[src/rtl/gto_pkg.sv]
package gto_pkg;
  localparam int unsigned MAX_WARPS = 64;

  function automatic int unsigned idx_w(input int unsigned n);
    return (n > 1) ? $clog2(n) : 1;
  endfunction
endpackage

[src/rtl/gto_elig.sv]
module gto_elig #(
  parameter int unsigned NUM_WARPS = 8,
  parameter int unsigned NUM_UNITS = 2,
  parameter int unsigned ID_W      = 3,
  parameter int unsigned UNIT_W    = 1
) (
  input  logic [NUM_WARPS-1:0]        valid_i,
  input  logic [NUM_WARPS-1:0]        mem_wait_i,
  input  logic [NUM_WARPS-1:0]        dep_wait_i,
  input  logic [NUM_WARPS-1:0]        bar_wait_i,
  input  logic [NUM_WARPS*UNIT_W-1:0] unit_need_i,
  input  logic [NUM_UNITS-1:0]        unit_free_i,
  input  logic                        retire_i,
  input  logic [ID_W-1:0]             retire_id_i,
  output logic [NUM_WARPS-1:0]        elig_o
);
  localparam int unsigned FREE_W = 2 ** UNIT_W;

  // classes beyond NUM_UNITS read as busy
  logic [FREE_W-1:0] free_ext;
  assign free_ext = FREE_W'(unit_free_i);

  for (genvar w = 0; w < NUM_WARPS; w++) begin : g_warp
    logic [UNIT_W-1:0] cls;
    logic              stalled, leaving;
    assign cls       = unit_need_i[w*UNIT_W +: UNIT_W];
    assign stalled   = mem_wait_i[w] | dep_wait_i[w] | bar_wait_i[w];
    assign leaving   = retire_i && (retire_id_i == ID_W'(w));
    assign elig_o[w] = valid_i[w] & ~stalled & free_ext[cls] & ~leaving;
  end
endmodule

[src/rtl/gto_age_table.sv]
module gto_age_table #(
  parameter int unsigned NUM_WARPS = 8,
  parameter int unsigned ID_W      = 3
) (
  input  logic                      clk_i,
  input  logic                      rst_ni,
  input  logic                      arrive_i,
  input  logic [ID_W-1:0]           arrive_id_i,
  input  logic                      retire_i,
  input  logic [ID_W-1:0]           retire_id_i,
  output logic [NUM_WARPS-1:0]      valid_o,
  output logic [NUM_WARPS*ID_W-1:0] stamp_o
);
  localparam int unsigned CNT_W = ID_W + 1;

  logic [NUM_WARPS-1:0] valid_q;
  logic [ID_W-1:0]      stamp_q [NUM_WARPS];
  logic [CNT_W-1:0]     count_q;
  logic                 arr_ok, ret_ok;
  logic [ID_W-1:0]      ret_stamp, new_stamp;

  assign arr_ok    = arrive_i & ~valid_q[arrive_id_i];
  assign ret_ok    = retire_i & valid_q[retire_id_i];
  assign ret_stamp = stamp_q[retire_id_i];
  // ranks stay dense: the newcomer takes the slot just past the survivors
  assign new_stamp = ID_W'(count_q - CNT_W'(ret_ok));

  always_ff @(posedge clk_i or negedge rst_ni) begin
    if (!rst_ni) count_q <= '0;
    else         count_q <= count_q + CNT_W'(arr_ok) - CNT_W'(ret_ok);
  end

  for (genvar w = 0; w < NUM_WARPS; w++) begin : g_slot
    always_ff @(posedge clk_i or negedge rst_ni) begin
      if (!rst_ni) begin
        valid_q[w] <= 1'b0;
        stamp_q[w] <= '0;
      end else if (arr_ok && arrive_id_i == ID_W'(w)) begin
        valid_q[w] <= 1'b1;
        stamp_q[w] <= new_stamp;
      end else if (ret_ok && retire_id_i == ID_W'(w)) begin
        valid_q[w] <= 1'b0;
        stamp_q[w] <= '0;
      end else if (ret_ok && valid_q[w] && stamp_q[w] > ret_stamp) begin
        stamp_q[w] <= stamp_q[w] - 1'b1;
      end
    end
    assign stamp_o[w*ID_W +: ID_W] = stamp_q[w];
  end

  assign valid_o = valid_q;
endmodule

[src/rtl/gto_oldest_pick.sv]
module gto_oldest_pick #(
  parameter int unsigned NUM_WARPS = 8,
  parameter int unsigned ID_W      = 3
) (
  input  logic [NUM_WARPS-1:0]      elig_i,
  input  logic [NUM_WARPS*ID_W-1:0] stamp_i,
  output logic                      any_o,
  output logic [ID_W-1:0]           id_o
);
  logic [ID_W-1:0] best;

  always_comb begin
    any_o = 1'b0;
    id_o  = '0;
    best  = '1;
    for (int w = 0; w < NUM_WARPS; w++) begin
      if (elig_i[w] && (!any_o || stamp_i[w*ID_W +: ID_W] < best)) begin
        any_o = 1'b1;
        id_o  = ID_W'(w);
        best  = stamp_i[w*ID_W +: ID_W];
      end
    end
  end
endmodule

[src/rtl/gto_sched.sv]
module gto_sched
  import gto_pkg::*;
#(
  parameter int unsigned NUM_WARPS = 8,
  parameter int unsigned NUM_UNITS = 2,
  localparam int unsigned ID_W     = idx_w(NUM_WARPS),
  localparam int unsigned UNIT_W   = idx_w(NUM_UNITS)
) (
  input  logic                        clk_i,
  input  logic                        rst_ni,
  input  logic                        arrive_i,
  input  logic [ID_W-1:0]             arrive_id_i,
  input  logic                        retire_i,
  input  logic [ID_W-1:0]             retire_id_i,
  input  logic [NUM_WARPS-1:0]        mem_wait_i,
  input  logic [NUM_WARPS-1:0]        dep_wait_i,
  input  logic [NUM_WARPS-1:0]        bar_wait_i,
  input  logic [NUM_WARPS*UNIT_W-1:0] unit_need_i,
  input  logic [NUM_UNITS-1:0]        unit_free_i,
  output logic                        issue_valid_o,
  output logic [ID_W-1:0]             issue_id_o
);
  if (NUM_WARPS < 2 || NUM_WARPS > MAX_WARPS) begin : g_bad_size
    $error("gto_sched: NUM_WARPS out of range");
  end

  logic [NUM_WARPS-1:0]      warp_vld;
  logic [NUM_WARPS*ID_W-1:0] warp_stamp;
  logic [NUM_WARPS-1:0]      elig;
  logic                      old_any, keep;
  logic [ID_W-1:0]           old_id;
  logic                      cur_vld_q;
  logic [ID_W-1:0]           cur_id_q;

  gto_age_table #(.NUM_WARPS(NUM_WARPS), .ID_W(ID_W)) u_age (
    .clk_i       (clk_i),
    .rst_ni      (rst_ni),
    .arrive_i    (arrive_i),
    .arrive_id_i (arrive_id_i),
    .retire_i    (retire_i),
    .retire_id_i (retire_id_i),
    .valid_o     (warp_vld),
    .stamp_o     (warp_stamp)
  );

  gto_elig #(
    .NUM_WARPS(NUM_WARPS), .NUM_UNITS(NUM_UNITS), .ID_W(ID_W), .UNIT_W(UNIT_W)
  ) u_elig (
    .valid_i     (warp_vld),
    .mem_wait_i  (mem_wait_i),
    .dep_wait_i  (dep_wait_i),
    .bar_wait_i  (bar_wait_i),
    .unit_need_i (unit_need_i),
    .unit_free_i (unit_free_i),
    .retire_i    (retire_i),
    .retire_id_i (retire_id_i),
    .elig_o      (elig)
  );

  gto_oldest_pick #(.NUM_WARPS(NUM_WARPS), .ID_W(ID_W)) u_pick (
    .elig_i  (elig),
    .stamp_i (warp_stamp),
    .any_o   (old_any),
    .id_o    (old_id)
  );

  // greedy first, oldest as fallback in the same cycle
  assign keep          = cur_vld_q & elig[cur_id_q];
  assign issue_valid_o = keep | old_any;
  assign issue_id_o    = keep ? cur_id_q : old_id;

  always_ff @(posedge clk_i or negedge rst_ni) begin
    if (!rst_ni) begin
      cur_vld_q <= 1'b0;
      cur_id_q  <= '0;
    end else begin
      cur_vld_q <= issue_valid_o;
      cur_id_q  <= issue_valid_o ? issue_id_o : '0;
    end
  end
endmodule

[config.mk]
export PLATFORM = sky130hd
export DESIGN_NAME = gto_sched
export DESIGN_NICKNAME = d
export VERILOG_FILES = /design/src/rtl/gto_pkg.sv /design/src/rtl/gto_elig.sv /design/src/rtl/gto_age_table.sv /design/src/rtl/gto_oldest_pick.sv /design/src/rtl/gto_sched.sv
export SDC_FILE = /design/constraint.sdc
export NUM_CORES = 1
export LEC_CHECK = 0
export BUFFER_PORTS_ARGS = -buffer_cell sky130_fd_sc_hd__buf_2
export CORE_ASPECT_RATIO = 0.7
export CORE_MARGIN = 1.5
export CORE_UTILIZATION = 40
export DETAILED_ROUTE_END_ITERATION = 6
export PLACE_DENSITY = 0.61
export SLEW_MARGIN = 20
export SYNTH_ARGS = -nofsm -noshare
export SYNTH_HDL_FRONTEND = slang
export SYNTH_SLANG_ARGS = --single-unit
[constraint.sdc]
create_clock -name clk_i -period 30 [get_ports clk_i]
set_input_delay 6 -clock clk_i [delete_from_list [all_inputs] [get_ports clk_i]]
set_output_delay 6 -clock clk_i [all_outputs]
set_load 0.05 [all_outputs]
**Yosys cells after proc, flatten, opt, wreduce, memory -nomap -nowiden**

Cells that the tools add are included.
Widths: inputs -> output; s select.

- Register bits: 40
- Input port bits: 44

- Bitwise gates (word level): 62
- Magnitude comparators: 27
- Reductions and logical operators: 79
- Add/subtract/negate cells: 11
- Muxes and demuxes: 89
- Equality and inequality tests: 14

Operator list:

| operator | number |
|---|---|
| $mux 3 | 39 |
| $logic_and 1x1->1 | 47 |
| $mux 1 | 44 |
| $and 1x1->1 | 27 |
| $eq 3x3->1 const B | 8 |
| $gt 3x3->1 | 8 |
| $reduce_bool 3->1 | 8 |
| $sub 3x1->3 const B | 8 |
| $lt 3x3->1 | 7 |
| $not 1->1 | 17 |
| $or 1x1->1 | 17 |
| $lt 1x2->1 const B | 8 |
| $reduce_bool 2->1 | 8 |
| $eq 3x2->1 const B | 4 |
| $lt 3x4->1 const B | 3 |
| $bmux 1 s3 | 3 |
| $bmux 3 s3 | 1 |
| $logic_not 1->1 | 7 |
| $logic_or 1x1->1 | 7 |
| $eq 3x1->1 const B | 2 |
| $logic_not 3->1 | 2 |
| $add 4x1->4 | 1 |
| $ge 4x4->1 const B | 1 |
| $mux 2 | 2 |
| 3 further kinds | 3 |

**Logic depth before layout (Yosys ltp)**

Gate-level depths: netlist of the first run.

- Word-level depth: 37
- Gate-level depth with buffers: 50
- Depth with buffers taken out: 47

**Cells and area by module**

Synthesis of the first run repeated with hierarchy kept, for this count alone.

- Cells, all modules: 504
- Area, all modules: 4584.4 um^2

By module, submodules not included:

| module | cells each | sequential area each (um^2) | times used | area an instance (um^2) |
|---|---|---|---|---|
| gto_age_table | 303 | 875.8 | 1 | 2975.4 |
| gto_oldest_pick | 146 | 0.0 | 1 | 1078.5 |
| gto_sched | 26 | 100.1 | 1 | 276.5 |
| gto_elig | 29 | 0.0 | 1 | 254.0 |

**Least setup slack after synthesis of the first run**

Ideal clock, no wire load.

- Path type: input -> output
- Start: input retire_id_i[2]
- End: output issue_id_o[0]
- Path buffers: 3
- Data arrival time: 15.731 ns
- Slack: 8.269 ns
- Stages: 48
- Path through: buf_2 nand2b_4 o311ai_4 nor2_1 ha_1 a31oi_1 a21oi_4 nand2b_1 o32ai_1 ha_1 a21bo_2 and2_1 a21oi_1 a31oi_1 ha_1 and2_1 and3_1 nand2_1 [... 12 more ...] o21a_1 a21oi_1 or2_1 buf_6 mux2_4 ha_1 a21oi_1 and2_1 inv_1 o31ai_2 mux2_2 ha_1 a21o_1 a21oi_1 and3b_1 inv_1 o32a_1 a31oi_1

- Cells in the longest elaborated chain, start to end: 34

RTL lines:

| element | RTL line | source |
|---|---|---|
| from (decl) | gto_sched.sv:14 | `input logic [ID_W-1:0] retire_id_i,` |
| $logic_not 3->1 | gto_elig.sv:28 | `assign leaving = retire_i && (retire_id_i == ID_W'(w));` |
| $logic_and 1x1->1 | gto_elig.sv:28 |  |
| $not 1->1 | gto_elig.sv:29 | `assign elig_o[w] = valid_i[w] & ~stalled & free_ext[cls] & ~leaving;` |
| $and 1x1->1 | gto_elig.sv:29 |  |
| $mux 3 or $mux 1 (tied branches) | gto_oldest_pick.sv:17 | `if (elig_i[w] && (!any_o \|\| stamp_i[w*ID_W +: ID_W] < best)) begin` |
| $lt 3x3->1 or $logic_not 1->1 (tied branches) | gto_oldest_pick.sv:17 |  |
| $logic_or 1x1->1 | gto_oldest_pick.sv:17 |  |
| $logic_and 1x1->1 | gto_oldest_pick.sv:17 |  |
| [... 18 more ...] | -- |  |
| $logic_or 1x1->1 | gto_oldest_pick.sv:17 |  |
| $logic_and 1x1->1 | gto_oldest_pick.sv:17 |  |
| $mux 3 or $mux 1 (tied branches) | gto_oldest_pick.sv:17 |  |
| $lt 3x3->1 or $logic_not 1->1 (tied branches) | gto_oldest_pick.sv:17 |  |
| $logic_or 1x1->1 | gto_oldest_pick.sv:17 |  |
| $logic_and 1x1->1 | gto_oldest_pick.sv:17 |  |
| $mux 3 | gto_oldest_pick.sv:17 |  |
| $mux 3 (*) | gto_sched.sv:70 | `assign issue_id_o = keep ? cur_id_q : old_id;` |
| to (decl) | gto_sched.sv:21 | `output logic [ID_W-1:0] issue_id_o` |

Every way passes the cells marked *; elsewhere a longest branch is shown, timed or not. The select of a mux whose other input is x is not followed.

**Worst setup path in the final report of the first run**

- Start: input retire_id_i[0]
- End: output issue_id_o[2]

The elaborated chain is that of the path after synthesis.

==> metrics.cfg, run 1 <==
[placed_design]
hpwl_mm=10.4
routabilityCongestion=0.906
io_buffers=47

[critical_path]
crit_family=compound AO/OA/AOI/OAI gates
arrival_ns=16.68
cp-start-kind=input pin
path_common_cell=ha_1
crit_slowest_cell=o311ai_4
worst_ep_required_time_ns=24.00
max_stage_delay_ns=0.66
path_max_fanout=17
path_buf_inv=4
critPathCaptureType=output pin
path_class=input pin to output pin

[drt]
drc=0
wire_per_inst_um=19.7
drtPass1Iterations=5
drtIter0Drc=417
viasPerCell=6.15
ant_nets=0
vias=4148
wirelength_mm=13.3

[synth]
synth_top_area_frac=0.229
synth_area_leaders=dfrtp_1, ha_1, nand2_1
synth_top_area_cell=dfrtp_1
synthCells=496
yosys-top-cells-count=nand2_1, ha_1, inv_1
synth_fp_nets=586
synth.most_common_cell=nand2_1
ys_seq_elements=39
synth_edf_count=0
synthFlopType=dfrtp_1
syn_area_sq_um=4250
async_reset_ff_frac=1.00
yosysSeqAreaShare=0.229
yosysUniqueCellTypes=76
ys_warn_count=0
syn_avg_cell_area_sq_um=8.57

[sta]
fin_setup_tns_ns=0
hold_viol_final=0
slew_headroom=0.204
fin_skew_ns=0.00498
rsz0062_at_grt=no
fmax_mhz=44.1
slew_viol_final=0
period_share=0.756
worst_pin_slew_ns=1.19
post-route-min-period_ns=22.68
setup_viol=0

[clocking]
cts-hold-fix-buffers=0
clock_path_buffers=2
postCtsResizedCells=0
insertion_delay_ns=0.29
clkTransAtPathRegs_ns=0.06
cts_made_buffers=5
post_cts_buffers=0
cts_root_buf=clkbuf_16
cts_tree=built
cts_max_level=2
cts.sinks=39

[power_and_ir_drop]
vdd_drop_max_v=0.0000527
power.total_uw=407
power.leakage_uw=0.00219
powerDensity_nw_per_um2=85.1

[floorplan]
die_w_um=126
die_h_um=89.3
row_count=31
io_pins=48
start_util=0.411
dieArea_sq_um=11300
core_sq_um=10400

[outcome]
status=finished, final reports clean

[finish]
nets=631
drive_gt1_frac=0.179
area_growth_pct=12.5
diodes=0

[global_route]
grt_pass1_vias=3836
grt_overflow=0
grt_max_degree=40
antenna_found_initial=0
grt_pass1_wl_mm=21.3
grtUsageTotal=0.249

[flow_run]
max_cap_violations=0

[worst_hold_path]
hold_class=register to register

-- layer usage --
metal	part of all wire	global-route usage	wire, um	vias to the layer above
met4	0.013	0.0554	170	0
li1	-	-	-	1952
met5	0	0	0	-
met3	0.069	0.0407	919	17
met1	0.51	0.378	6780	2005
met2	0.41	0.369	5420	174
-- per-stage QoR --
| step | hold slack, ns | area [sq um] | cells | setup WS [ns] | utilization |
|---|---|---|---|---|---|
| final | 0.493 | 4780 | 674 | 7.32 | 0.462 |
| after CTS | 0.497 | 4760 | 673 | 7.44 | 0.459 |
| after detailed placement | 0.489 | 4600 | 665 | 7.53 | 0.444 |
| after global routing | 0.511 | 4780 | 674 | 6.47 | 0.462 |
| after floorplan | 0.466 | 4250 | 496 | 8.27 | - |
| after global placement | 0.483 | 4600 | 665 | 7.86 | 0.444 |
-- report_power, final --
| part | internal [uW] | switching, uW |
|---|---|---|
| Clock | 33.3 | 23.3 |
| Sequential | 76.1 | 44.7 |
| Combinational | 97.7 | 132 |
-- path summary, 6_finish.rpt --
| kind | end | slack [ns] | cells after the start | from |
|---|---|---|---|---|
| hold / removal | u_age.count_q[2]$_DFF_PN0_ | 0.49 | 1 | u_age.count_q[2]$_DFF_PN0_ |
| hold reg to reg | u_age.count_q[2]$_DFF_PN0_ | 0.49 | 1 | u_age.count_q[2]$_DFF_PN0_ |
| setup / recovery | issue_id_o[2] | 7.32 | 47 | retire_id_i[0] |
| min in group asynchronous | u_age.stamp_o[0]$_DFFE_PN0P_ | 5.70 | 1 | rst_ni |
| setup reg to reg | cur_id_q[2]$_DFF_PN0_ | 19.16 | 46 | u_age.valid_o[0]$_DFFE_PN0P_ |
| max in group asynchronous | cur_id_q[0]$_DFF_PN0_ | 23.79 | 2 | rst_ni |
-- worst reg2reg max path: cells and delay by family, from the launching register on --
family / cells / cell delay, ns
DFF: 1 / 0.47
adders and majority gates: 7 / 1.92
buffers and inverters: 2 / 0.13
AOI/OAI and AO/OA: 22 / 4.88
muxes: 3 / 0.99
and+or+nand+nor: 12 / 2.30
-- placed cells by master, fill, tap and decap left out, types with 3 or more instances in the layout --
cell type,count
a211o_1,3
a211oi_1,3
a21boi_0,3
a21o_1,7
a21oi_1,26
a31oi_1,4
a41oi_1,5
and2_1,8
and3_1,6
buf_2,47
clkbuf_16,5
dfrtp_1,39
ha_1,45
inv_1,42
mux2_2,7
mux2i_1,8
mux4_2,11
nand2_1,66
nand2b_1,11
nand3_1,18
nand3b_1,3
nor2_1,32
nor2b_1,8
nor3_1,7
nor4b_1,3
o211ai_1,9
o21a_1,3
o21ai_0,24
o22ai_1,15
o32a_1,7
o32ai_1,5
xnor2_1,6
xor2_1,3
-- registers in the layout, indices dropped and copies added (netlist names) --
register / cells
cur_id_q: 3
u_age.valid_o: 8
u_age.count_q: 3
u_age.stamp_o: 24
cur_vld_q: 1
-- cell families after synthesis --
logic type	Yosys count	synth area share
simple gates	181	0.216
fa+ha+maj	46	0.137
compound gates	140	0.245
flops	39	0.229
xor+xnor	9	0.0185
buf+inv	53	0.0512
mux	28	0.103
-- cell type report --
cell class | count | area [sq um]
fillers | 963 | 5570
multi-input cells | 404 | 3060
flip-flops and latches | 39 | 976
repair buffers | 49 | 270
well taps | 132 | 165
inverters | 42 | 158
clock buffers | 6 | 139
clock inverters | 2 | 16.3
Note: power is estimated with default switching activity, not from simulation.
==> inputs of run 2 (changes only) <==
--- a/config.mk
+++ b/config.mk
@@ -10,7 +10,7 @@
 export CORE_MARGIN = 1.5
 export CORE_UTILIZATION = 40
 export DETAILED_ROUTE_END_ITERATION = 6
-export PLACE_DENSITY = 0.61
+export PLACE_DENSITY = 0.63
 export SLEW_MARGIN = 20
 export SYNTH_ARGS = -nofsm -noshare
 export SYNTH_HDL_FRONTEND = slang
==> constraint.sdc (replaced) <==
create_clock -name clk_i -period 19.24 [get_ports clk_i]
set_input_delay 3.848 -clock clk_i [delete_from_list [all_inputs] [get_ports clk_i]]
set_output_delay 3.848 -clock clk_i [all_outputs]
set_load 0.05 [all_outputs]
==> run 2 against run 1 <==
  * Via count barely moved
  * Wire length decreased by 0.65%
  * Total power is 57% higher
  * Sequential share of layout area up 0.11 points
  * First-iteration DRC count is 4.1% lower
  * Critical path depth did not move
  * Clock-buffer cell count unchanged
  * Non-clock buffer count decreased by 1
  * Global-route usage down 0.18 points
  * Clock power is 61% higher
  * Critical path type unchanged
  * Critical endpoint unchanged
  * Largest power group unchanged
==> metrics.cfg, run 2 (same netlist as run 1, synthesis figures left out) <==
[critical_path]
timing.rr.start=u_age.valid_o[0]$_DFFE_PN0P_
max_stage_delay_ns=0.64
reg2reg_to=cur_id_q[2]$_DFF_PN0_
cp-start-kind=input pin
path_buf_inv=4
path_common_cell=ha_1
critPathCaptureType=output pin
worst_ep_required_time_ns=15.39
path_max_fanout=17
crit_end=issue_id_o[2]
path_class=input pin to output pin
crit_slowest_cell=o311ai_4
startpoint=retire_id_i[0]
reg2regPathDepth=46
crit_family=compound AO/OA/AOI/OAI gates
reg2reg_slack_ns=8.48
worst-path-stages=47
arrival_ns=14.48

[power_and_ir_drop]
power.leakage_uw=0.00217
powerDensity_nw_per_um2=134
vdd_drop_max_v=0.0000794

[sta]
fin_skew_ns=0.00390
worst_pin_slew_ns=1.17
slew_headroom=0.212
post-route-min-period_ns=18.33
hold_viol_final=0
rsz0062_at_grt=no
slew_viol_final=0
fmax_mhz=54.6
fin_setup_tns_ns=0
period_share=0.953
setup_viol=0

[clocking]
post_cts_buffers=0
cts.sinks=39
postCtsResizedCells=0
cts_made_buffers=5
cts-hold-fix-buffers=0
clock_path_buffers=2
cts_root_buf=clkbuf_16
cts_max_level=2
cts_tree=built
insertion_delay_ns=0.29
clkTransAtPathRegs_ns=0.07

[finish]
diodes=0
final_cell_mix=nand2_1, buf_2, ha_1
layout_commonest_cell=nand2_1
drive_gt1_frac=0.177
post-route-util=0.459
nFillCells=1019
design_area_sq_um=4760
nets=630
area_growth_pct=11.9
largest_register_ffs=24

[floorplan]
die_h_um=89.3
io_pins=48
die_w_um=126
core_sq_um=10400
start_util=0.411
dieArea_sq_um=11300
row_count=31

[drt]
drtIter0Drc=400
wirelength_mm=13.2
wire_per_inst_um=19.6
viasPerCell=6.16
drc=0
vias=4147
ant_nets=0
drtPass1Iterations=5

[placed_design]
hpwl_mm=10.4
io_buffers=47
routabilityCongestion=0.925
place_area_sq_um=4600

[global_route]
grtUsageTotal=0.247
grt_overflow=0
antenna_found_initial=0
use_met3=0.0503
gr-usage-met1=0.372
grt_pass1_vias=3933
grt_max_degree=40
grt_pass1_wl_mm=21.2
busiest_layer=met1
met2_usage=0.364

[outcome]
status=finished, final reports clean

[worst_hold_path]
hold_class=register to register

[flow_run]
max_cap_violations=0

-- run 2: cell count changes in the layout (fill, tap and decap cells not counted) --
cell | before | now
a2111oi_0 | 1 | 0
a2111oi_1 | 0 | 1
buf_16 | 1 | 0
-- run 2: power breakdown --
part	total (uW)	internal, uW	switching (uW)
clock	91.0	52.0	39.1
combinational	357	152	205
sequential	189	119	70.6
-- run 2: area by class of cell --
cell class,count,area [sq um],area share
Clock buffer,6,139,0.0292
Clock inverter,2,16.3,0.00342
Inverter,42,158,0.0331
Multi-Input combinational cell,404,3060,0.643
Sequential cell,39,976,0.205
Tap cell,132,165,0.0347
Timing Repair Buffer,48,243,0.0510
-- run 2: worst min path at each step --
stage | start | to | slack, ns | depth (start not counted)
2_1_floorplan | u_age.count_q[2]$_DFF_PN0_ | u_age.count_q[2]$_DFF_PN0_ | 0.47 | 1
3_3_place_gp | u_age.count_q[2]$_DFF_PN0_ | u_age.count_q[2]$_DFF_PN0_ | 0.48 | 1
3_5_place_dp | u_age.count_q[2]$_DFF_PN0_ | u_age.count_q[2]$_DFF_PN0_ | 0.49 | 1
4_1_cts | u_age.count_q[2]$_DFF_PN0_ | u_age.count_q[2]$_DFF_PN0_ | 0.50 | 1
5_1_grt | u_age.count_q[2]$_DFF_PN0_ | u_age.count_q[2]$_DFF_PN0_ | 0.54 | 1
6_report | u_age.count_q[2]$_DFF_PN0_ | u_age.count_q[2]$_DFF_PN0_ | 0.50 | 1
-- run 2: through the flow --
stage,total power [uW],hold slack (ns),worst slack (ns),instances
finish,637,0.502,0.912,673
global route,690,0.536,0.0638,673
CTS,629,0.499,0.972,673
detailed placement,536,0.490,1.05,665
global placement,523,0.482,1.46,665
floorplan,423,0.466,1.81,496
-- run 2: per-layer routing --
metal	routed length (um)	vias up
li1	-	1940
met1	6680	2025
met2	5320	163
met3	1000	19
met4	193	0
met5	0	-
